**src/rtl/pv_pkg.sv**
```systemverilog
package pv_pkg;

    localparam int WORD_W = 16;
    localparam logic [15:0] CRC_POLY = 16'h1021;
    localparam logic [15:0] CRC_INIT = 16'hFFFF;

    typedef enum logic [1:0] {
        FLT_NONE   = 2'd0,
        FLT_OPCODE = 2'd1,
        FLT_LENGTH = 2'd2,
        FLT_CRC    = 2'd3
    } fault_code_e;

    typedef enum logic {
        ST_RECV = 1'b0,
        ST_SEND = 1'b1
    } vstate_e;

    // Required total word count per opcode; zero means unknown opcode.
    function automatic int unsigned op_len(input logic [3:0] op);
        case (op)
            4'h1:    return 3;
            4'h2:    return 4;
            4'h3:    return 8;
            4'h4:    return 16;
            default: return 0;
        endcase
    endfunction

    // One 16-bit word folded into the running CRC, MSB first.
    function automatic logic [15:0] crc_step(input logic [15:0] c,
                                             input logic [15:0] w);
        logic [15:0] r;
        logic        fb;
        r = c;
        for (int i = 15; i >= 0; i--) begin
            fb = r[15] ^ w[i];
            r  = {r[14:0], 1'b0} ^ (fb ? CRC_POLY : 16'h0000);
        end
        return r;
    endfunction

endpackage

```
**src/rtl/pv_crc_acc.sv**
```systemverilog
module pv_crc_acc
    import pv_pkg::*;
(
    input  logic              clk,
    input  logic              rst,
    input  logic              clear,
    input  logic              en,
    input  logic [WORD_W-1:0] din,
    output logic [15:0]       crc
);
    always_ff @(posedge clk) begin
        if (rst || clear) begin
            crc <= CRC_INIT;
        end else if (en) begin
            crc <= crc_step(crc, din);
        end
    end
endmodule

```
**src/rtl/pv_word_store.sv**
```systemverilog
module pv_word_store
    import pv_pkg::*;
#(
    parameter int DEPTH = 16,
    localparam int AW = $clog2(DEPTH)
) (
    input  logic              clk,
    input  logic              we,
    input  logic [AW-1:0]     waddr,
    input  logic [WORD_W-1:0] wdata,
    input  logic [AW-1:0]     raddr,
    output logic [WORD_W-1:0] rdata
);
    logic [WORD_W-1:0] mem [DEPTH];

    always_ff @(posedge clk) begin
        if (we) begin
            mem[waddr] <= wdata;
        end
    end

    assign rdata = mem[raddr];
endmodule

```
**src/rtl/pv_verdict.sv**
```systemverilog
module pv_verdict
    import pv_pkg::*;
#(
    parameter int CNT_W = 6
) (
    input  logic [WORD_W-1:0] hdr,
    input  logic [CNT_W-1:0]  total,
    input  logic [15:0]       crc_calc,
    input  logic [15:0]       crc_rx,
    output fault_code_e       code
);
    int unsigned need;

    always_comb begin
        need = op_len(hdr[15:12]);
        if (need == 0) begin
            code = FLT_OPCODE;
        end else if (int'(total) != int'(need)) begin
            code = FLT_LENGTH;
        end else if (crc_calc != crc_rx) begin
            code = FLT_CRC;
        end else begin
            code = FLT_NONE;
        end
    end
endmodule

```
**src/rtl/ingress_validator.sv**
```systemverilog
module ingress_validator
    import pv_pkg::*;
#(
    parameter int DEPTH = 16,
    parameter int SRC_W = 8,
    parameter logic [SRC_W-1:0] SOURCE_ID = SRC_W'(90)
) (
    input  logic              clk,
    input  logic              rst,
    input  logic              in_valid,
    output logic              in_ready,
    input  logic [15:0]       in_data,
    input  logic              in_sop,
    input  logic              in_eop,
    output logic              out_valid,
    input  logic              out_ready,
    output logic [15:0]       out_data,
    output logic              out_sop,
    output logic              out_eop,
    output logic              fault_valid,
    output logic [1:0]        fault_code,
    output logic [SRC_W-1:0]  fault_src,
    output logic [15:0]       fault_hdr
);
    localparam int AW = $clog2(DEPTH);
    localparam int CNT_W = AW + 2;
    localparam logic [CNT_W-1:0] CNT_MAX = '1;

    vstate_e          state_q;
    logic             in_pkt_q;
    logic [CNT_W-1:0] cnt_q;
    logic [CNT_W-1:0] len_q;
    logic [CNT_W-1:0] rd_q;
    logic [15:0]      hdr_q;
    logic             flt_v_q;
    fault_code_e      flt_code_q;
    logic [15:0]      flt_hdr_q;

    logic             accept, start, take, last;
    logic [CNT_W-1:0] cnt_inc, total, wr_addr;
    logic             wr_en;
    logic [15:0]      hdr_now, crc_q, crc_now;
    fault_code_e      verdict;

    assign in_ready = (state_q == ST_RECV) && out_ready;
    assign accept   = in_valid && in_ready;
    assign start    = accept && in_sop;
    assign take     = accept && (in_sop || in_pkt_q);
    assign last     = take && in_eop;

    assign cnt_inc  = (cnt_q == CNT_MAX) ? CNT_MAX : cnt_q + 1'b1;
    assign total    = start ? CNT_W'(1) : cnt_inc;
    assign wr_addr  = start ? '0 : cnt_q;
    assign wr_en    = take && (int'(wr_addr) < DEPTH);
    assign hdr_now  = start ? in_data : hdr_q;
    assign crc_now  = start ? CRC_INIT : crc_q;

    pv_crc_acc u_crc (
        .clk   (clk),
        .rst   (rst),
        .clear (start),
        .en    (take && !in_eop),
        .din   (in_data),
        .crc   (crc_q)
    );

    pv_word_store #(.DEPTH(DEPTH)) u_store (
        .clk   (clk),
        .we    (wr_en),
        .waddr (wr_addr[AW-1:0]),
        .wdata (in_data),
        .raddr (rd_q[AW-1:0]),
        .rdata (out_data)
    );

    pv_verdict #(.CNT_W(CNT_W)) u_verdict (
        .hdr      (hdr_now),
        .total    (total),
        .crc_calc (crc_now),
        .crc_rx   (in_data),
        .code     (verdict)
    );

    always_ff @(posedge clk) begin
        if (rst) begin
            state_q    <= ST_RECV;
            in_pkt_q   <= 1'b0;
            cnt_q      <= '0;
            len_q      <= '0;
            rd_q       <= '0;
            hdr_q      <= '0;
            flt_v_q    <= 1'b0;
            flt_code_q <= FLT_NONE;
            flt_hdr_q  <= '0;
        end else begin
            flt_v_q <= 1'b0;
            if (take) begin
                cnt_q    <= total;
                in_pkt_q <= !in_eop;
                if (start) begin
                    hdr_q <= in_data;
                end
            end
            if (last) begin
                if (verdict == FLT_NONE) begin
                    state_q <= ST_SEND;
                    len_q   <= total;
                    rd_q    <= '0;
                end else begin
                    flt_v_q    <= 1'b1;
                    flt_code_q <= verdict;
                    flt_hdr_q  <= hdr_now;
                end
            end
            if (state_q == ST_SEND && out_ready) begin
                rd_q <= rd_q + 1'b1;
                if (rd_q == len_q - 1'b1) begin
                    state_q <= ST_RECV;
                end
            end
        end
    end

    assign out_valid   = (state_q == ST_SEND);
    assign out_sop     = out_valid && (rd_q == '0);
    assign out_eop     = out_valid && (rd_q == len_q - 1'b1);
    assign fault_valid = flt_v_q;
    assign fault_code  = flt_code_q;
    assign fault_src   = SOURCE_ID;
    assign fault_hdr   = flt_hdr_q;
endmodule

```
**config.mk**
```make
export PLATFORM = sky130hd
export DESIGN_NAME = ingress_validator
export DESIGN_NICKNAME = d
export VERILOG_FILES = /design/src/rtl/pv_pkg.sv /design/src/rtl/pv_crc_acc.sv /design/src/rtl/pv_word_store.sv /design/src/rtl/pv_verdict.sv /design/src/rtl/ingress_validator.sv
export SDC_FILE = /design/constraint.sdc
export NUM_CORES = 1
export LEC_CHECK = 0
export BUFFER_PORTS_ARGS = -buffer_cell sky130_fd_sc_hd__clkbuf_2
export CAP_MARGIN = 20
export CORE_MARGIN = 1.5
export CORE_UTILIZATION = 35
export DETAILED_ROUTE_END_ITERATION = 7
export SETUP_SLACK_MARGIN = 0.4
export SYNTH_ARGS = -nofsm -noshare
export SYNTH_HDL_FRONTEND = slang
export SYNTH_HIERARCHICAL = 1
export SYNTH_SLANG_ARGS = --single-unit
```
**constraint.sdc**
```tcl
create_clock -name clk -period 3.8 [get_ports clk]
set_clock_uncertainty 0.1 [all_clocks]
set_input_delay 0.38 -clock clk [delete_from_list [all_inputs] [get_ports clk]]
set_output_delay 0.38 -clock clk [all_outputs]
set_load 0.005 [all_outputs]
```
=== Word-level counts from Yosys, hierarchy flattened ===
Memories as Yosys holds them, arrays and structs flattened. A register that Yosys moved wholly into a read port is not among the register bits.
Index checks and enable logic that the tools add are counted.

* Add/sub/neg operators: 3
* Magnitude comparators: 1
* Eq/ne operators: 8
* Multiplexer cells: 37
* Bitwise operators: 35
* Reductions and logical operators: 22

{| class="wikitable"
|+ Operators with widths
! cell !! number
|-
| 16-bit bitwise XOR || 16
|-
| 13-bit 2-to-1 mux || 16
|-
| 6-bit 2-to-1 mux || 6
|-
| 32-bit zero test || 1
|-
| 16-bit 2-to-1 mux || 2
|-
| 5-bit one-hot mux with 4 select lines || 1
|-
| 16-bit != test || 1
|-
| 1-bit bitwise XOR || 16
|-
| 6-bit by 1-bit adder with 6-bit output, second input constant || 2
|-
| 1-bit logical AND || 10
|-
| 4-bit by 2-bit == test with 1-bit output, second input constant || 2
|-
| 4-bit 2-to-1 mux || 2
|-
| 1-bit 2-to-1 mux || 7
|-
| 6-bit == test || 1
|-
| 6-bit == test, second input constant || 1
|-
| 6-bit zero test || 1
|-
| 6-bit by 5-bit less-than comparator with 1-bit output, second input constant || 1
|-
| 2-bit 2-to-1 mux || 3
|-
| 6-bit by 5-bit != test with 1-bit output || 1
|-
| 2-bit AND reduction || 3
|-
| 6-bit by 1-bit subtractor with 6-bit output, second input constant || 1
|-
| 4-bit by 1-bit == test with 1-bit output, second input constant || 1
|-
| 4-bit by 3-bit == test with 1-bit output, second input constant || 1
|-
| 2-bit nonzero test || 2
|-
| other kinds (5) || 8
|}

* Register bits after elaboration: 71
* RAM bits: 256
* Input port bits: 22
* Output and inout bits: 47
* Logic and storage cells: 117
* Memories: 1

{| class="wikitable"
|+ Memories
! memory !! words !! width !! rd ports !! clocked after memory_dff !! write ports !! RTL line !! text
|-
| u_store.mem || 16 || 16 || 1 || 1 || 1 || pv_word_store.sv:14 || <nowiki>logic [WORD_W-1:0] mem [DEPTH];</nowiki>
|}

=== Logic depth before layout (Yosys ltp) ===
* Depth in word-level cells: 48
* Depth in mapped cells: 15
* Mapped depth without buffers: 13

=== Hierarchy ===
The synthesis kept the hierarchy.

{| class="wikitable"
|+ Modules (own cells, without submodules)
! module !! instances !! cells each !! area an instance (um^2) !! sequential area each (um^2)
|-
| pv_word_store || 1 || 416 || 9723.1 || 7687.4
|-
| ingress_validator || 1 || 320 || 2718.9 || 1101.1
|-
| pv_crc_acc || 1 || 114 || 1129.8 || 320.3
|-
| pv_verdict || 1 || 40 || 331.6 || 0.0
|}

=== Least setup slack after synthesis ===
No wires, ideal clock.

* Path type: register -> register
* From: register state_q (netlist: out_valid)
* To: register len_q[5]
* Library setup time: 0.116 ns
* Arrival time: 3.250 ns
* Required time: 3.584 ns
* Path slack: 0.334 ns
* Cell stages (with the launch flop): 14
* Path buffers: 1
* Period minus slack after synthesis: 3.466 ns
* Cells stage by stage: dfxtp_1 > and3b_2 > nand2_4 > inv_6 > buf_8 > mux2i_1 > inv_1 > or4b_1 > a221oi_2 > a41oi_1 > nor2_1 > nand3_1 > and3_1 > a31o_2

* Longest elaborated chain between the ends: 12
* Elaborated cells on any way between the ends: 22
* Classes of those cells: 6 x eq/ne; 7 x mux; 1 x bitwise; 8 x reduce/logical

{| class="wikitable"
|+ RTL lines
! item !! RTL line !! text
|-
| start, declared || ingress_validator.sv:29 || <nowiki>vstate_e state_q;</nowiki>
|-
| start signal, assigned || ingress_validator.sv:86 || <nowiki>state_q <= ST_RECV;</nowiki>
|-
| start signal, assigned || ingress_validator.sv:106 || <nowiki>state_q <= ST_SEND;</nowiki>
|-
| start signal, assigned || ingress_validator.sv:118 || <nowiki>state_q <= ST_RECV;</nowiki>
|-
| 1-bit NOT * || ingress_validator.sv:45 || <nowiki>assign in_ready = (state_q == ST_RECV) && out_ready;</nowiki>
|-
| 1-bit logical AND * || ingress_validator.sv:45 ||
|-
| 1-bit logical AND * || ingress_validator.sv:46 || <nowiki>assign accept = in_valid && in_ready;</nowiki>
|-
| 1-bit logical AND * || ingress_validator.sv:47 || <nowiki>assign start = accept && in_sop;</nowiki>
|-
| 16-bit 2-to-1 mux * || n/a ||
|-
| net hdr_now[12] || ingress_validator.sv:42 || <nowiki>logic [15:0] hdr_now, crc_q, crc_now;</nowiki>
|-
| 4-bit by 3-bit == test with 1-bit output (tied with other cells) || pv_pkg.sv:21 || <nowiki>case (op)</nowiki>
|-
| 5-bit one-hot mux with 4 select lines * || pv_pkg.sv:21 ||
|-
| 6-bit by 5-bit != test with 1-bit output || pv_verdict.sv:18 || <nowiki>end else if (int'(total) != int'(need)) begin</nowiki>
|-
| 2-bit 2-to-1 mux || pv_verdict.sv:18 ||
|-
| 2-bit 2-to-1 mux * || pv_verdict.sv:16 || <nowiki>if (need == 0) begin</nowiki>
|-
| net verdict[1] || ingress_validator.sv:43 || <nowiki>fault_code_e verdict;</nowiki>
|-
| 2-bit zero test * || ingress_validator.sv:105 || <nowiki>if (verdict == FLT_NONE) begin</nowiki>
|-
| 2-bit AND reduction (no source line) * || n/a ||
|-
| end signal, assigned || ingress_validator.sv:107 || <nowiki>len_q <= total;</nowiki>
|-
| end, declared || ingress_validator.sv:32 || <nowiki>logic [CNT_W-1:0] len_q;</nowiki>
|}

Mark *: on every way through the listed nets, which the timed path passes. The rest lies on a longest branch.
A chain may end at the register's enable or synchronous reset.

=== Worst setup path after layout ===
* From: register state_q (netlist: out_valid)
* To: register rd_q[0]

* Longest elaborated chain between the ends: 13
* Elaborated cells on any way between the ends: 26
* Classes of those cells: 6 x eq/ne; 8 x mux; 1 x bitwise; 11 x reduce/logical

{| class="wikitable"
|+ RTL lines
! item !! RTL line !! text
|-
| 1-bit NOT * || ingress_validator.sv:45 ||
|-
| 1-bit logical AND * || ingress_validator.sv:45 ||
|-
| 1-bit logical AND * || ingress_validator.sv:46 ||
|-
| 1-bit logical AND * || ingress_validator.sv:47 ||
|-
| 16-bit 2-to-1 mux * || n/a ||
|-
| net hdr_now[13] || ingress_validator.sv:42 ||
|-
| 4-bit by 3-bit == test with 1-bit output (tied with other cells) || pv_pkg.sv:21 ||
|-
| 5-bit one-hot mux with 4 select lines * || pv_pkg.sv:21 ||
|-
| 6-bit by 5-bit != test with 1-bit output || pv_verdict.sv:18 ||
|-
| 2-bit 2-to-1 mux || pv_verdict.sv:18 ||
|-
| 2-bit 2-to-1 mux * || pv_verdict.sv:16 ||
|-
| net verdict[0] || ingress_validator.sv:43 ||
|-
| 2-bit zero test * || ingress_validator.sv:105 ||
|-
| 2-bit nonzero test (no source line) * || n/a ||
|-
| 2-bit AND reduction (no source line) * || n/a ||
|-
| end signal, assigned || ingress_validator.sv:116 || <nowiki>rd_q <= rd_q + 1'b1;</nowiki>
|-
| end, declared || ingress_validator.sv:33 || <nowiki>logic [CNT_W-1:0] rd_q;</nowiki>
|}

Marked as above.

==> run metrics <==
WP data required ~4.2 ns; first-pass GRT wire length roughly 51000 um; Lkg Pwr between 5 and 6 nW; crit end category flip-flop; PwrDens roughly 470 nW/um2; maximum vdd drop 0.276 mV; area delta synth->final 18.5%; Final ANT Viol Nets 0; vias in the first global route between 8k and 9k; HP Class input port to flip-flop; cell area after synthesis ~14000 um2; fin. max-slew vios 0; Final setup viols 0; cells after synthesis 878; TritonCTS clock tree yes; Worst Path Arrival approximately 3.7 ns; wire per inst approximately 22 um; RePlAce Congestion 0.791; final setup margin 0.500 ns; syn avg cell area 15.8 um2; Clock transition at path regs 0.06 ns; Worst Reg-to-Reg Cells 14; R2R Path Start out_valid$_SDFF_PP0_; CP Class flip-flop to flip-flop; Max clock buf depth 3; Crit. Startpoint out_valid$_SDFF_PP0_; dpl cells roughly 1.5k; max_slew headroom approximately half; row count 72; commonest non-fill, non-tap cell in the layout edfxtp_1; final hold slack 0.0199 ns; root buf cell clkbuf_16; worst-margin pin slew slightly below 0.8 ns; FMAX ~300 MHz; CP startpoint kind flip-flop; worst skew pair latency around 0.52 ns; pre-CTS setup slack -0.168 ns; max-cap viol count 0; number of antenna diodes 0; Layout Nets between 1k and 1.5k; I/O Buffers 60; Final Hold Violating Endpoints 0; R2R setup slack around 0.5 ns; total vias in the final route just over 8k; vias per std cell 5.22; Power, Total slightly below 8 mW; cts bufs inserted 34; run status finished, final reports clean; initial antenna violation count 0; final period utilization between 80% and 90%; largest net degree at the start of global routing 34; CTS H-tree lvls 2; initial core utilization between 30% and 40%; DR pass1 iterations 6; GRT Total Usage 17.0%; Non-Filler Instances between 1.5k and 2k; Clock Sinks approximately 330; fin crit period around 3.3 ns; crit-path max FO 6; dpl hpwl 21200 um; initial DRC count 633; Syn. warnings 6; end of the worst register-to-register path rd_q[0]$_SDFFE_PP0P_; Core ar. between 30000 and 40000 um2; placed cell areas 15100 um2; unrepaired setup endpoints after global routing true; Ports 69; grt ovf 0; layout cell share with drive strength beyond 1 between 30% and 40%; Die Ht about 200 um; hold_buf cts 0; Die Area about 41000 um2; die span in x 202 um; Worst Setup EP rd_q[0]$_SDFFE_PP0P_; commonest cells after routing, fill and taps aside edfxtp_1 (256), dfxtp_1 (69), buf_4 (64), clkbuf_2 (60), mux4_2 (54); DR DRC count 0; final WL 34600 um; post-route design area 16400 um2
-- sequential cells by signal (all words and copies together), names as in the netlist --
signal	cells
u_store/mem	256
fault_valid	1
out_valid	1
cnt_q	6
in_pkt_q	1
rd_q	6
len_q	6
fault_code	2
hdr_q	16
u_crc/crc	16
fault_hdr	16
-- layer usage --
metal | global-route usage, % | part of all wire [%] | vias to the layer above
met5 | 0 | 0 | -
met4 | 3.89 | 1.7 | 0
met3 | 2.60 | 5.5 | 46
met2 | 27.6 | 48 | 230
met1 | 24.2 | 45 | 4145
li1 | - | - | 3646
-- what timing repair did --
item,4_1_cts,5_1_grt
setup endpoints to repair,16,35
cloned,1,1
pin swaps,3,5
gates resized for setup,3,25
setup buffers,4,3
-- power breakdown --
part | switching, mW | leakage (nW) | internal, mW | total (mW)
Clock | 1.37 | 0.532 | 1.90 | 3.27
Combinational | 0.337 | 2.01 | 0.278 | 0.615
Sequential | 0.0222 | 2.88 | 3.88 | 3.91
Total | 1.73 | 5.42 | 6.06 | 7.79
-- critical path: stages, from the launching register on --
cell       delay, ns
dfxtp_1         0.31
and3b_2         0.27
nand2_4         0.08
inv_8           0.10
mux2i_4         0.24
inv_2           0.07
or4b_4          0.55
a221oi_4        0.30
nand4bb_1       0.15
o21bai_2        0.22
nor2_4          0.08
buf_4           0.15
a31o_2          0.27
mux2_2          0.27
nor2_1          0.07
-- how the worst min path moves through the flow --
stage	from	to	slack, ns	depth (start not counted)
after floorplan	fault_code[0]$_SDFFE_PP0P_	fault_code[0]$_SDFFE_PP0P_	0.35	2
after global placement	fault_code[0]$_SDFFE_PP0P_	fault_code[0]$_SDFFE_PP0P_	0.35	2
after detailed placement	fault_code[1]$_SDFFE_PP0P_	fault_code[1]$_SDFFE_PP0P_	0.35	2
after CTS	in_eop	in_pkt_q$_SDFFE_PP0N_	0.009	2
after global routing	in_eop	in_pkt_q$_SDFFE_PP0N_	0.03	2
final	in_eop	in_pkt_q$_SDFFE_PP0N_	0.02	2
-- cell type report --
cell class	instances	area [um2]
fillers	3499	22400
repair buffers	131	917
flip-flops and latches	327	9110
clock buffers	41	898
inverters	12	52.6
clock inverters	20	189
multi-input cells	496	4610
well taps	518	648
-- metrics by stage --
step	utilization (%)	TNS [ns]
6_report	42.3	0
5_1_grt	42.3	0
4_1_cts	41.9	0
3_5_place_dp	38.9	-2.05
3_3_place_gp	38.9	-0.0714
2_1_floorplan	-	0
(Power assumes the default switching activity.)
